### src/rtl/pwm_contrast_pkg.sv
package pwm_contrast_pkg;

    localparam int CMP_W   = 8;
    localparam int PS_W    = 4;
    localparam int CMP_LSB = 8;
    localparam int POL_BIT = 4;
    localparam int PS_LSB  = 0;

    typedef struct packed {
        logic [CMP_W-1:0] cmp;
        logic             pol;
        logic [PS_W-1:0]  ps;
    } pwm_cfg_t;

endpackage

### src/rtl/pwm_cfg_reg.sv
module pwm_cfg_reg
    import pwm_contrast_pkg::*;
#(
    parameter int                ADDR_W   = 4,
    parameter int                DATA_W   = 32,
    parameter logic [ADDR_W-1:0] CFG_ADDR = '0
) (
    input  logic              clk,
    input  logic              rst,
    input  logic              we,
    input  logic [ADDR_W-1:0] addr,
    input  logic [DATA_W-1:0] wdata,
    input  logic              lock,
    output pwm_cfg_t          cfg,
    output logic [DATA_W-1:0] rdata
);

    typedef struct packed {
        pwm_cfg_t cfg;
    } reg_state_t;

    reg_state_t s_d, s_q;
    logic       hit;
    logic       unused_wdata;

    assign hit          = (addr == CFG_ADDR);
    assign unused_wdata = ^wdata;

    always_comb begin
        s_d = s_q;
        if (we && !lock && hit) begin
            s_d.cfg.cmp = wdata[CMP_LSB +: CMP_W];
            s_d.cfg.pol = wdata[POL_BIT];
            s_d.cfg.ps  = wdata[PS_LSB +: PS_W];
        end
    end

    always_ff @(posedge clk) begin
        if (rst) s_q <= '0;
        else     s_q <= s_d;
    end

    assign cfg = s_q.cfg;

    always_comb begin
        rdata = '0;
        if (hit) begin
            rdata[CMP_LSB +: CMP_W] = s_q.cfg.cmp;
            rdata[POL_BIT]          = s_q.cfg.pol;
            rdata[PS_LSB +: PS_W]   = s_q.cfg.ps;
        end
    end

    AST_LOCK_BLOCKS: assert property (@(posedge clk) disable iff (rst)
        (we && lock) |=> $stable(cfg));

endmodule

### src/rtl/pwm_prescaler.sv
module pwm_prescaler
    import pwm_contrast_pkg::*;
#(
    parameter int SEL_W = PS_W
) (
    input  logic             clk,
    input  logic             rst,
    input  logic [SEL_W-1:0] sel,
    output logic             tick
);

    localparam int DIV_W = (1 << SEL_W) - 1;

    typedef struct packed {
        logic [DIV_W-1:0] pre;
    } pre_state_t;

    pre_state_t       s_d, s_q;
    logic [DIV_W-1:0] limit;

    assign limit = ~({DIV_W{1'b1}} << sel);
    assign tick  = (s_q.pre == limit);

    always_comb begin
        s_d = s_q;
        if (tick) s_d.pre = '0;
        else      s_d.pre = s_q.pre + 1'b1;
    end

    always_ff @(posedge clk) begin
        if (rst) s_q <= '0;
        else     s_q <= s_d;
    end

    AST_PRE_IN_RANGE: assert property (@(posedge clk) disable iff (rst)
        s_q.pre <= limit);

endmodule

### src/rtl/pwm_period.sv
module pwm_period
    import pwm_contrast_pkg::*;
(
    input  logic            clk,
    input  logic            rst,
    input  logic            tick,
    input  pwm_cfg_t        cfg,
    output logic [PS_W-1:0] act_ps,
    output logic            level
);

    typedef struct packed {
        logic [CMP_W-1:0] cnt;
        pwm_cfg_t         act;
        logic             run;
    } per_state_t;

    per_state_t s_d, s_q;
    logic       wrap;
    logic       below;

    assign wrap  = tick && (s_q.cnt == {CMP_W{1'b1}});
    assign below = (s_q.cnt < s_q.act.cmp);

    always_comb begin
        s_d     = s_q;
        s_d.run = 1'b1;
        if (tick) s_d.cnt = s_q.cnt + 1'b1;
        if (wrap) s_d.act = cfg;
    end

    always_ff @(posedge clk) begin
        if (rst) s_q <= '0;
        else     s_q <= s_d;
    end

    assign act_ps = s_q.act.ps;
    assign level  = s_q.run && (s_q.act.pol ? below : !below);

    AST_CNT_HOLD: assert property (@(posedge clk) disable iff (rst)
        !tick |=> $stable(s_q.cnt));
    AST_CNT_STEP: assert property (@(posedge clk) disable iff (rst)
        (tick && s_q.cnt != {CMP_W{1'b1}}) |=> s_q.cnt == CMP_W'($past(s_q.cnt) + 1));
    AST_CNT_WRAP: assert property (@(posedge clk) disable iff (rst)
        wrap |=> s_q.cnt == '0);
    AST_ACT_HOLD: assert property (@(posedge clk) disable iff (rst)
        !wrap |=> $stable(s_q.act));

endmodule

### src/rtl/pwm_contrast.sv
module pwm_contrast
    import pwm_contrast_pkg::*;
#(
    parameter int                ADDR_W   = 4,
    parameter int                DATA_W   = 32,
    parameter logic [ADDR_W-1:0] CFG_ADDR = '0
) (
    input  logic              clk,
    input  logic              rst,
    input  logic              reg_we,
    input  logic [ADDR_W-1:0] reg_addr,
    input  logic [DATA_W-1:0] reg_wdata,
    output logic [DATA_W-1:0] reg_rdata,
    input  logic              wr_lock,
    output logic              pwm_out
);

    pwm_cfg_t        cfg;
    logic [PS_W-1:0] act_ps;
    logic            tick;

    pwm_cfg_reg #(
        .ADDR_W  (ADDR_W),
        .DATA_W  (DATA_W),
        .CFG_ADDR(CFG_ADDR)
    ) u_cfg (
        .clk  (clk),
        .rst  (rst),
        .we   (reg_we),
        .addr (reg_addr),
        .wdata(reg_wdata),
        .lock (wr_lock),
        .cfg  (cfg),
        .rdata(reg_rdata)
    );

    pwm_prescaler #(
        .SEL_W(PS_W)
    ) u_pre (
        .clk (clk),
        .rst (rst),
        .sel (act_ps),
        .tick(tick)
    );

    pwm_period u_per (
        .clk   (clk),
        .rst   (rst),
        .tick  (tick),
        .cfg   (cfg),
        .act_ps(act_ps),
        .level (pwm_out)
    );

    AST_RST_LOW: assert property (@(posedge clk)
        rst |=> !pwm_out);

endmodule

### config.mk
export PLATFORM = sky130hd
export DESIGN_NAME = pwm_contrast
export DESIGN_NICKNAME = d
export VERILOG_FILES = /design/src/rtl/pwm_contrast_pkg.sv /design/src/rtl/pwm_cfg_reg.sv /design/src/rtl/pwm_prescaler.sv /design/src/rtl/pwm_period.sv /design/src/rtl/pwm_contrast.sv
export SDC_FILE = /design/constraint.sdc
export NUM_CORES = 1
export LEC_CHECK = 0
export BUFFER_PORTS_ARGS = -buffer_cell sky130_fd_sc_hd__buf_2
export CORE_MARGIN = 2
export CORE_UTILIZATION = 60
export CTS_BUF_LIST = sky130_fd_sc_hd__clkbuf_8
export DETAILED_ROUTE_END_ITERATION = 10
export PLACE_DENSITY = 0.88
export SLEW_MARGIN = 5
export SYNTH_ARGS = -nofsm -noshare
export SYNTH_HDL_FRONTEND = slang
export SYNTH_SLANG_ARGS = --single-unit
### constraint.sdc
create_clock -name clk -period 4.4 [get_ports clk]
set_clock_uncertainty 0.2 [all_clocks]
set_input_delay 0.44 -clock clk [delete_from_list [all_inputs] [get_ports clk]]
set_output_delay 0.44 -clock clk [all_outputs]
set_load 0.05 [all_outputs]
Word-level counts from Yosys, hierarchy flattened
Index checks and enable logic that the tools add are counted.
{ "word_totals": {"out_inout_bits": 33, "input_bits": 40, "ff_bits": 50} }
{ "classes": {"n_eq_ne": 2, "addsub": 2, "bitwise_logic": 1, "n_shift": 1, "reduce_logical": 8, "muxes": 4, "magnitude_cmp": 1} }
{ "op_table": {"columns": ["op", "count"], "rows": [
  ["adder 15 x 1 -> 15 bit (second input constant)", 1],
  ["equality test 15 bit", 1],
  ["inverter 15 bit", 1],
  ["<< shifter 15 x 4 -> 15 bit (first input constant)", 1],
  ["adder 8 x 1 -> 8 bit (second input constant)", 1],
  ["equality test 8 bit (second input constant)", 1],
  ["less-than comparator 8 bit", 1],
  ["two-way mux 8 bit", 1],
  ["two-way mux 5 bit", 1],
  ["logical AND 1 bit", 4],
  ["logical NOT 4 bit", 1],
  ["logical NOT 1 bit", 2],
  ["two-way mux 1 bit", 2],
  ["OR reduction 2 bit", 1]
]} }

Logic depth before layout (Yosys ltp)
Gate-level depths: netlist of the first run.
{ "logic_depth": {"word_depth": 4, "mapped_depth": 10, "mapped_depth_nobuf": 8} }

By module
From an unflattened synthesis of the first run, not the netlist that was laid out.
{ "hier_totals": {"cells_unflattened": 334, "area_unflattened_um2": 3070.4} }
{ "modules_own_cells": {"columns": ["mod", "instances", "cells_per_inst", "area_each_um2"], "rows": [
  ["pwm_prescaler", 1, 128, 1118.6],
  ["pwm_period", 1, 114, 1107.3],
  ["pwm_cfg_reg", 1, 92, 844.6]
]} }

Worst setup path before layout of the first run
No wires, ideal clock.
{ "synth_timing": {"path_kind": "register to output", "start": "register u_per.s_q[13] (netlist bit)", "end": "output port pwm_out", "n_path_buf": 0, "required_ps": 3760, "stages_incl_launch_ff": 7, "setup_slack_ps": 1869, "arrival_ps": 1891, "cell_sequence": "dfxtp_1 inv_1 ha_1 or4_1 a221oi_1 o21a_1 o21a_1"} }
{ "synth_via": {"elab_chain_cells": 4} }
{ "synth_lines": {"columns": ["item", "line", "source"], "rows": [
  ["from (decl)", "pwm_period.sv:18", "per_state_t s_d, s_q;"],
  ["from (signal assigned)", "pwm_period.sv:33", "if (rst) s_q <= '0;"],
  ["from (signal assigned)", "pwm_period.sv:34", "else s_q <= s_d;"],
  ["less-than comparator 8 bit *", "pwm_period.sv:23", "assign below = (s_q.cnt < s_q.act.cmp);"],
  ["logical NOT 1 bit", "pwm_period.sv:38", "assign level = s_q.run && (s_q.act.pol ? below : !below);"],
  ["two-way mux 1 bit *", "pwm_period.sv:38", null],
  ["logical AND 1 bit *", "pwm_period.sv:38", null],
  ["to (decl)", "pwm_contrast.sv:15", "output logic pwm_out"]
]} }
Every way passes the cells marked *; elsewhere a longest branch is shown, timed or not.

Final worst setup path of the first run
{ "layout_timing": {"start": "register u_per.s_q, in the netlist u_per.act_ps[3]", "end": "register u_pre.s_q[7] (netlist bit)"} }
{ "layout_via": {"elab_chain_cells": 4} }
{ "layout_lines": {"columns": ["item", "line", "source"], "rows": [
  ["<< shifter 15 x 4 -> 15 bit", "pwm_prescaler.sv:21", "assign limit = ~({DIV_W{1'b1}} << sel);"],
  ["inverter 15 bit", "pwm_prescaler.sv:21", null],
  ["equality test 15 bit", "pwm_prescaler.sv:22", "assign tick = (s_q.pre == limit);"],
  ["OR reduction 2 bit (no source line)", null, null],
  ["to (decl)", "pwm_prescaler.sv:18", "pre_state_t s_d, s_q;"]
]} }
Every way passes these cells.
A chain may end at the register's enable or synchronous reset.

==> impl_metrics.json, run 1 <==
{
  "synth.ff_latch_count": 50,
  "syn_avg_cell_area_um2": 8.179,
  "hold_ws_ns": 0.1627,
  "grt-ovfl-total": 0,
  "grt_pass1_vias": 2355,
  "period_share": 0.7558,
  "hold_viol": 0,
  "viasPerCell": 5.783,
  "post_cts_buffers": 0,
  "cts_sinks": 50,
  "num_io_pins": 73,
  "port_buffers": 34,
  "r2r_slack_ns": 1.07,
  "intPower_mw": 0.6400,
  "synthCells": 376,
  "synth_flop_cell": "dfxtp_1",
  "rows": 26,
  "drv_slew": 0,
  "die_area_um2": 5715,
  "drc": 0,
  "clkLatencyLatePin_ns": 0.30,
  "syn_to_final_growth_pct": 5.085,
  "cts_buffer_depth": 2,
  "synth_edf_count": 0,
  "reg2reg_depth": 5,
  "worstSetupStartpointType": "register",
  "antenna_found_initial": 0,
  "fmax_mhz": 300.7,
  "crit_family": "compound AO/OA/AOI/OAI gates",
  "p_sw_frac": 0.2506,
  "cts_made_buffers": 5,
  "core-area_um2": 5010,
  "finalSetupViolations": 0,
  "yosys.area.top_type": "dfxtp_1",
  "grt_max_degree": 40,
  "cp_num_buf_inv": 0,
  "vias": 2660,
  "setup.worst_path.class": "register to register",
  "reg2reg_from": "u_per.act_ps[3]",
  "cts_tree": "built",
  "critPathSlowestCell": "o31ai_4",
  "hold_class": "input pin to register",
  "place_area_um2": 3122,
  "routedWlPerCell_um": 14.05,
  "finalCriticalPeriod_ns": 3.326,
  "post_cts_resized": 0,
  "h-tree-depth": 2,
  "worst-path-stages": 5,
  "maxSlewHeadroom": 0.2900,
  "hold_buffers": 0,
  "globalplace.congestion": 0.8636,
  "timing.setup.tns_ns": 0,
  "setup.worst_path.end": "u_pre.s_q[7]",
  "yosysWarnings": 0,
  "ys_types": 58,
  "slowest_delay_ns": 0.80,
  "crit_fanout": 22,
  "die_w_um": 75.60,
  "antenna_left": 0,
  "seq_power_share": 0.538,
  "final_util": 0.6451,
  "drive_gt1_frac": 0.1590,
  "async_flop_share": 0,
  "die-height_um": 75.60,
  "required_ns": 4.37,
  "dpl.hpwl_um": 4462,
  "design_area_um2": 3232,
  "nets": 438,
  "status": "completed",
  "initial_utilization": 0.6139,
  "critPathArrivalTime_ns": 3.30,
  "power_density_nw_per_um2": 264.2,
  "static-leakage-power_nw": 1.167,
  "comb_power_share": 0.086,
  "ir_drop_uv": 198.6,
  "crit_start": "u_per.act_ps[3]",
  "drt_iter0_markers": 213,
  "grt_pass1_wl_um": 10460,
  "rsz0062_at_grt": "false",
  "synth_area_leaders": "dfxtp_1 33%, a21oi_1 5.9%, buf_4 4.9%",
  "reg2reg_to": "u_pre.s_q[7]",
  "path_cells": "a31oi_1 > a2111oi_2 > nand4_2 > o31ai_4 > nor2_1",
  "worstMarginPinSlew_ns": 1.062,
  "switchingPower_mw": 0.2140,
  "grt.total_usage": 0.2317,
  "clk_pin_slew_ns": 0.09,
  "cap_violations": 0,
  "ys_seq_area_frac": 0.3255,
  "antennaDiodeCount": 0,
  "drt_pass1_iterations": 4,
  "wl_um": 6462,
  "synth_top_area_frac": 0.3255,
  "clkPwrFrac": 0.376,
  "netlist_area_um2": 3075,
  "root_buffer": "clkbuf_8",
  "cp-end-kind": "register"
}
==> power groups by stage <==
stage | logic (mW) | clock network (mW) | registers, mW
2_1_floorplan | 0.0724 | 0 | 0.469
3_3_place_gp | 0.0715 | 0 | 0.470
3_5_place_dp | 0.0732 | 0 | 0.470
4_1_cts | 0.0733 | 0.322 | 0.459
5_1_grt | 0.0793 | 0.339 | 0.460
6_report | 0.0737 | 0.321 | 0.460
==> metrics by stage <==
stage | instances | setup slack [ns] | power (mW)
after floorplan | 394 | 1.869 | 0.5414
after global placement | 452 | 1.260 | 0.5415
after detailed placement | 452 | 1.141 | 0.5432
after CTS | 460 | 1.087 | 0.8546
after global routing | 460 | 0.8066 | 0.8790
final | 460 | 1.074 | 0.8540
==> cell type report <==
type,instances,area (µm²)
Inverter,12,45.04
Clock buffer,5,68.82
Fill cell,432,1778
Multi-Input combinational cell,285,1810
Tap cell,70,87.58
Sequential cell,50,1001
Timing Repair Buffer,35,177.7
Clock inverter,3,41.29
==> metal layers <==
metal,wire length (µm),track usage
met1,2817,0.2997
met2,3163,0.3807
met3,368,0.04365
met4,113,0.09552
met5,0,0
==> worst min-delay path by stage <==
stage | startpoint | to | cells past startpoint
after global routing | reg_wdata[0] | u_cfg.cfg[0] | 3
final | reg_wdata[13] | u_cfg.cfg[10] | 3
after detailed placement | u_per.s_q[9] | u_per.s_q[9] | 2
after floorplan | u_per.s_q[7] | u_per.s_q[7] | 2
after CTS | reg_wdata[10] | u_cfg.cfg[7] | 3
after global placement | u_per.s_q[10] | u_per.s_q[10] | 2
==> Yosys cell counts (6+ instances only) <==
cell type  count
and2_1        14
xnor2_1        7
xor2_1         7
nand2b_1      12
buf_4         20
nand2_1       37
clkbuf_1      13
inv_1         12
o31ai_2       10
a21oi_1       36
ha_1           9
buf_2         10
dfxtp_1       50
nand4_1       17
nor2_1        28
nor2b_1        6
nand3_1       13
==> sequential cells by signal (all words and copies together), names as in the netlist <==
signal / count
u_cfg.cfg: 13
u_per.act_ps: 4
u_per.s_q: 18
u_pre.s_q: 15
==> cell usage in the layout (no fill, tap or decap), types with 13 or more instances in the layout <==
cell	instances
dfxtp_1	50
nand2_1	37
a21oi_1	36
buf_2	34
nor2_1	28
conb_1	19
nand4_1	17
and2_1	14
inv_1	13
nand3_1	13
==> worst min-delay path: cells and delay by family <==
kind	cells	cell delay [ns]
AOI/OAI and AO/OA	1	0.05
buffers and inverters	1	0.09
and+or+nand+nor	1	0.04
==> logic make-up after synthesis <==
kind of cell,after synthesis,synth area share
xor+xnor,14,0.03987
other cells,1,0.001219
flops,50,0.3255
fa+ha+maj,9,0.03662
buf+inv,59,0.1078
simple gates,159,0.2795
compound gates,80,0.1949
mux,4,0.01465
Note: power is estimated with default switching activity, not from simulation.
==> inputs of run 2 (changes only) <==
--- a/config.mk
+++ b/config.mk
@@ -7,10 +7,10 @@
 export LEC_CHECK = 0
 export BUFFER_PORTS_ARGS = -buffer_cell sky130_fd_sc_hd__buf_2
 export CORE_MARGIN = 2
-export CORE_UTILIZATION = 60
+export CORE_UTILIZATION = 56
 export CTS_BUF_LIST = sky130_fd_sc_hd__clkbuf_8
 export DETAILED_ROUTE_END_ITERATION = 10
-export PLACE_DENSITY = 0.88
+export PLACE_DENSITY = 0.83
 export SLEW_MARGIN = 5
 export SYNTH_ARGS = -nofsm -noshare
 export SYNTH_HDL_FRONTEND = slang
==> constraint.sdc (replaced) <==
create_clock -name clk -period 3.47 [get_ports clk]
set_clock_uncertainty 0.2 [all_clocks]
set_input_delay 0.347 -clock clk [delete_from_list [all_inputs] [get_ports clk]]
set_output_delay 0.347 -clock clk [all_outputs]
set_load 0.05 [all_outputs]
==> impl_metrics.json, run 2 (same netlist as run 1, synthesis figures left out) <==
{
  "status": "completed",
  "place_area_um2": 3159,
  "globalplace.congestion": 0.8387,
  "largest_register_ffs": 18,
  "required_ns": 2.92,
  "vias": 2672,
  "hold_buffers": 0,
  "critPathSlowestCell": "or4_1",
  "drt_iter0_markers": 306,
  "timing.setup.tns_ns": 0,
  "h-tree-depth": 2,
  "grt.total_usage": 0.2173,
  "drt_pass1_iterations": 5,
  "hold_viol": 0,
  "critPathArrivalTime_ns": 2.38,
  "ir_drop_uv": 230.9,
  "grt_pass1_vias": 2402,
  "initial_utilization": 0.5909,
  "cts_tree": "built",
  "antenna_left": 0,
  "drc": 0,
  "period_share": 0.8447,
  "setup.worst_path.class": "register to output port",
  "critical_path.most_common_cell": "o21a_1",
  "drv_slew": 0,
  "largest-register": "u_per.s_q",
  "die-height_um": 78.11,
  "final_cell_mix": "50 x dfxtp_1, 37 x nand2_1, 36 x a21oi_1, 34 x buf_2, 28 x nor2_1",
  "grt_max_degree": 40,
  "clk_pin_slew_ns": 0.09,
  "worstSetupStartpointType": "register",
  "fmax_mhz": 341.2,
  "maxSlewHeadroom": 0.5400,
  "static-leakage-power_nw": 1.192,
  "dpl.hpwl_um": 4447,
  "root_buffer": "clkbuf_8",
  "die_area_um2": 6100,
  "port_buffers": 34,
  "post_cts_resized": 0,
  "cts_buffer_depth": 2,
  "path_cells": "inv_1 > ha_1 > or4_1 > a221oi_1 > o21a_1 > o21a_1 > buf_2",
  "viasPerCell": 5.746,
  "worstMarginPinSlew_ns": 0.6858,
  "finalSetupViolations": 0,
  "die_w_um": 78.11,
  "clkLatencyLatePin_ns": 0.31,
  "rows": 26,
  "drive_gt1_frac": 0.1696,
  "rsz0062_at_grt": "false",
  "routedWlPerCell_um": 13.66,
  "num_io_pins": 73,
  "cts_sinks": 50,
  "power_density_nw_per_um2": 331.7,
  "nets": 443,
  "crit_fanout": 2,
  "grt-ovfl-total": 0,
  "wl_um": 6354,
  "cap_violations": 0,
  "syn_to_final_growth_pct": 6.306,
  "grt_pass1_wl_um": 10860,
  "final_common_cell": "dfxtp_1",
  "post_cts_buffers": 0,
  "slowest_delay_ns": 0.53,
  "antenna_found_initial": 0,
  "hold_class": "input pin to register",
  "core-area_um2": 5205,
  "cts_made_buffers": 5,
  "design_area_um2": 3269,
  "cp-end-kind": "output port",
  "antennaDiodeCount": 0,
  "finalCriticalPeriod_ns": 2.931
}
[run 2: changes by cell type in the layout (fill, tap and decap cells not counted)]
cell	before	now
buf_4	1	6
[run 2: through the flow]
stage	instances	hold WS (ns)	power [mW]	util	setup WS [ns]
after floorplan	394	0.2440	0.6865	-	1.030
after global placement	457	0.2533	0.6869	0.6070	0.7480
after detailed placement	457	0.2585	0.6886	0.6070	0.6283
after CTS	465	0.06468	1.090	0.6281	0.5544
after global routing	465	0.06854	1.121	0.6281	0.3845
final	465	0.07001	1.085	0.6281	0.5388
[run 2: path summary, 6_finish.rpt]
path	start	end	slack [ns]	cells after the start
worst min-delay path	reg_wdata[2]	u_cfg.cfg[2]	0.07	3
worst min register to register	u_per.s_q[10]	u_per.s_q[10]	0.27	2
worst max register to register	u_per.act_ps[2]	u_pre.s_q[12]	0.60	6
worst max-delay path	u_per.s_q[13]	pwm_out	0.54	7
[run 2: cell type report]
cell class	count	area [µm²]
Fill cell	448	1936
Multi-Input combinational cell	285	1810
Sequential cell	50	1001
Timing Repair Buffer	40	215.2
Tap cell	70	87.58
Clock buffer	5	68.82
Inverter	12	45.04
Clock inverter	3	41.29
[run 2: power by group]
group          switching (mW)  leakage [nW]  internal (mW)
Clock                   0.197        0.0556          0.212
Combinational          0.0714         0.733         0.0211
Sequential            0.00496         0.404          0.578
Total                   0.273          1.19          0.811
[run 2: critical path, delay by kind of cell, from the launching register on]
family	cells	cell delay [ns]
AO/OA/AOI/OAI	3	0.66
adder cells (fa/ha/maj)	1	0.20
buffers and inverters	2	0.32
flip-flops	1	0.37
AND/OR/NAND/NOR	1	0.53
[run 2: layer usage]
metal / vias up / wire length [µm] / global-route usage / share of wire
li1: 1318 / - / - / -
met1: 1235 / 2945 / 0.2873 / 0.46
met2: 99 / 2898 / 0.3509 / 0.46
met3: 20 / 363 / 0.04483 / 0.057
met4: 0 / 146 / 0.08070 / 0.023
met5: - / 0 / 0 / 0
==> inputs of run 3 (changes only) <==
==> constraint.sdc (replaced) <==
create_clock -name clk -period 2.96 [get_ports clk]
set_clock_uncertainty 0.2 [all_clocks]
set_input_delay 0.296 -clock clk [delete_from_list [all_inputs] [get_ports clk]]
set_output_delay 0.296 -clock clk [all_outputs]
set_load 0.05 [all_outputs]
==> impl_metrics.json, run 3 (same netlist as run 1, synthesis figures left out) <==
{
  "status": "completed",
  "drv_slew": 0,
  "hold_class": "input pin to register",
  "clkLatencyLatePin_ns": 0.31,
  "period_share": 0.9298,
  "initial_utilization": 0.5909,
  "critPathArrivalTime_ns": 2.26,
  "layout.cells.non_filler": 468,
  "setup.worst_path.end": "pwm_out",
  "cp-end-kind": "output port",
  "antenna_left": 0,
  "rsz0062_at_grt": "false",
  "drc": 0,
  "cts_tree": "built",
  "worstMarginPinSlew_ns": 0.6996,
  "required_ns": 2.46,
  "drt_iter0_markers": 160,
  "dp_slack_ns": 0.2713,
  "dpl.hpwl_um": 4561,
  "final_common_cell": "dfxtp_1",
  "cts_buffer_depth": 2,
  "grt-ovfl-total": 0,
  "maxSlewHeadroom": 0.5336,
  "largest-register": "u_per.s_q",
  "fmax_mhz": 363.4,
  "grt.total_usage": 0.2323,
  "die_area_um2": 6100,
  "grt_pass1_vias": 2606,
  "setup.worst_path.class": "register to output port",
  "cts_sinks": 50,
  "core-area_um2": 5205,
  "clk_pin_slew_ns": 0.10,
  "finalCriticalPeriod_ns": 2.752,
  "hold_viol": 0,
  "routedWlPerCell_um": 14.32,
  "static-leakage-power_nw": 1.208,
  "wl_um": 6702,
  "finalSetupViolations": 0,
  "rows": 26,
  "globalplace.congestion": 0.8174,
  "final_cell_mix": "50 x dfxtp_1, 37 x nand2_1, 36 x a21oi_1, 34 x buf_2, 28 x nor2_1",
  "ir_drop_uv": 406.6,
  "die_w_um": 78.11,
  "crit_start": "u_per.s_q[13]",
  "nets": 446,
  "drive_gt1_frac": 0.1809,
  "root_buffer": "clkbuf_8",
  "vias": 2735,
  "reg2reg_depth": 6,
  "r2r_slack_ns": 0.21,
  "power_density_nw_per_um2": 392.8,
  "h-tree-depth": 2,
  "syn_to_final_growth_pct": 7.486,
  "die-height_um": 78.11,
  "final_util": 0.6351,
  "largest_register_ffs": 18,
  "drt_pass1_iterations": 4,
  "worstSetupStartpointType": "register",
  "reg2reg_from": "u_per.act_ps[1]",
  "timing.setup.tns_ns": 0,
  "grt_max_degree": 40,
  "antennaDiodeCount": 0,
  "reg2reg_to": "u_per.s_q[21]",
  "antenna_found_initial": 0,
  "port_buffers": 34,
  "hold_depth": 3,
  "hold_ws_ns": 0.01405,
  "cts_made_buffers": 5,
  "crit_fanout": 2,
  "dp.cells": 460,
  "fin_ws_ns": 0.2078,
  "cap_violations": 0,
  "viasPerCell": 5.844,
  "num_io_pins": 73,
  "grt_pass1_wl_um": 11650
}
[run 3: cell count changes in the layout (fill, tap and decap cells not counted), sizes merged]
cell  change
buf       +3
[run 3: worst min-delay path by stage]
stage | start | endpoint
final | reg_wdata[13] | u_cfg.cfg[10]
after global routing | reg_wdata[13] | u_cfg.cfg[10]
after CTS | reg_wdata[13] | u_cfg.cfg[10]
after detailed placement | u_per.s_q[8] | u_per.s_q[8]
after global placement | u_per.s_q[9] | u_per.s_q[9]
after floorplan | rst | u_per.s_q[0]
[run 3: area by class of cell]
cell class              count  area (µm²)
fillers                   461        1899
multi-input cells         285        1817
flip-flops and latches     50        1001
repair buffers             43       237.7
well taps                  70       87.58
clock buffers               5       68.82
clock inverters             3       48.80
inverters                  12       45.04
[run 3: layer usage]
| metal | wire, µm | GRT usage | vias to the layer above | share of wire |
|---|---|---|---|---|
| met4 | 93 | 0.09298 | 0 | 0.014 |
| met3 | 344 | 0.04138 | 8 | 0.051 |
| li1 | - | - | 1331 | - |
| met1 | 2965 | 0.2909 | 1305 | 0.44 |
| met2 | 3298 | 0.3957 | 91 | 0.49 |
| met5 | 0 | 0 | - | 0 |
[run 3: critical path, stage by stage, from the launching register on]
cell and delay (ns):
dfxtp_1 0.35, inv_1 0.05, ha_1 0.21, or4_1 0.56, a221oi_2 0.25, o21a_1 0.17, o21a_1 0.11, buf_2 0.25
[run 3: report_power, final]
group          total (mW)  internal, mW  leakage [nW]  switching [mW]
Combinational       0.111        0.0259         0.748          0.0847
Sequential          0.684         0.678         0.404         0.00575
Clock               0.504         0.258        0.0563           0.247
Total                1.30         0.961          1.21           0.337
[run 3: timing repair]
action / in CTS / in global routing
endpoints found under the setup margin: 0 / 1
hold buffers: 0 / 0
hold endpoints to repair: 0 / 0
buffers inserted: 0 / 0
gates resized for setup: 0 / 1
[run 3: through the flow]
stage	cell area, µm²	total power, mW
global placement	3182	0.8055
detailed placement	3182	0.8075
global route	3306	1.346
floorplan	3143	0.8048
finish	3306	1.298
CTS	3299	1.302
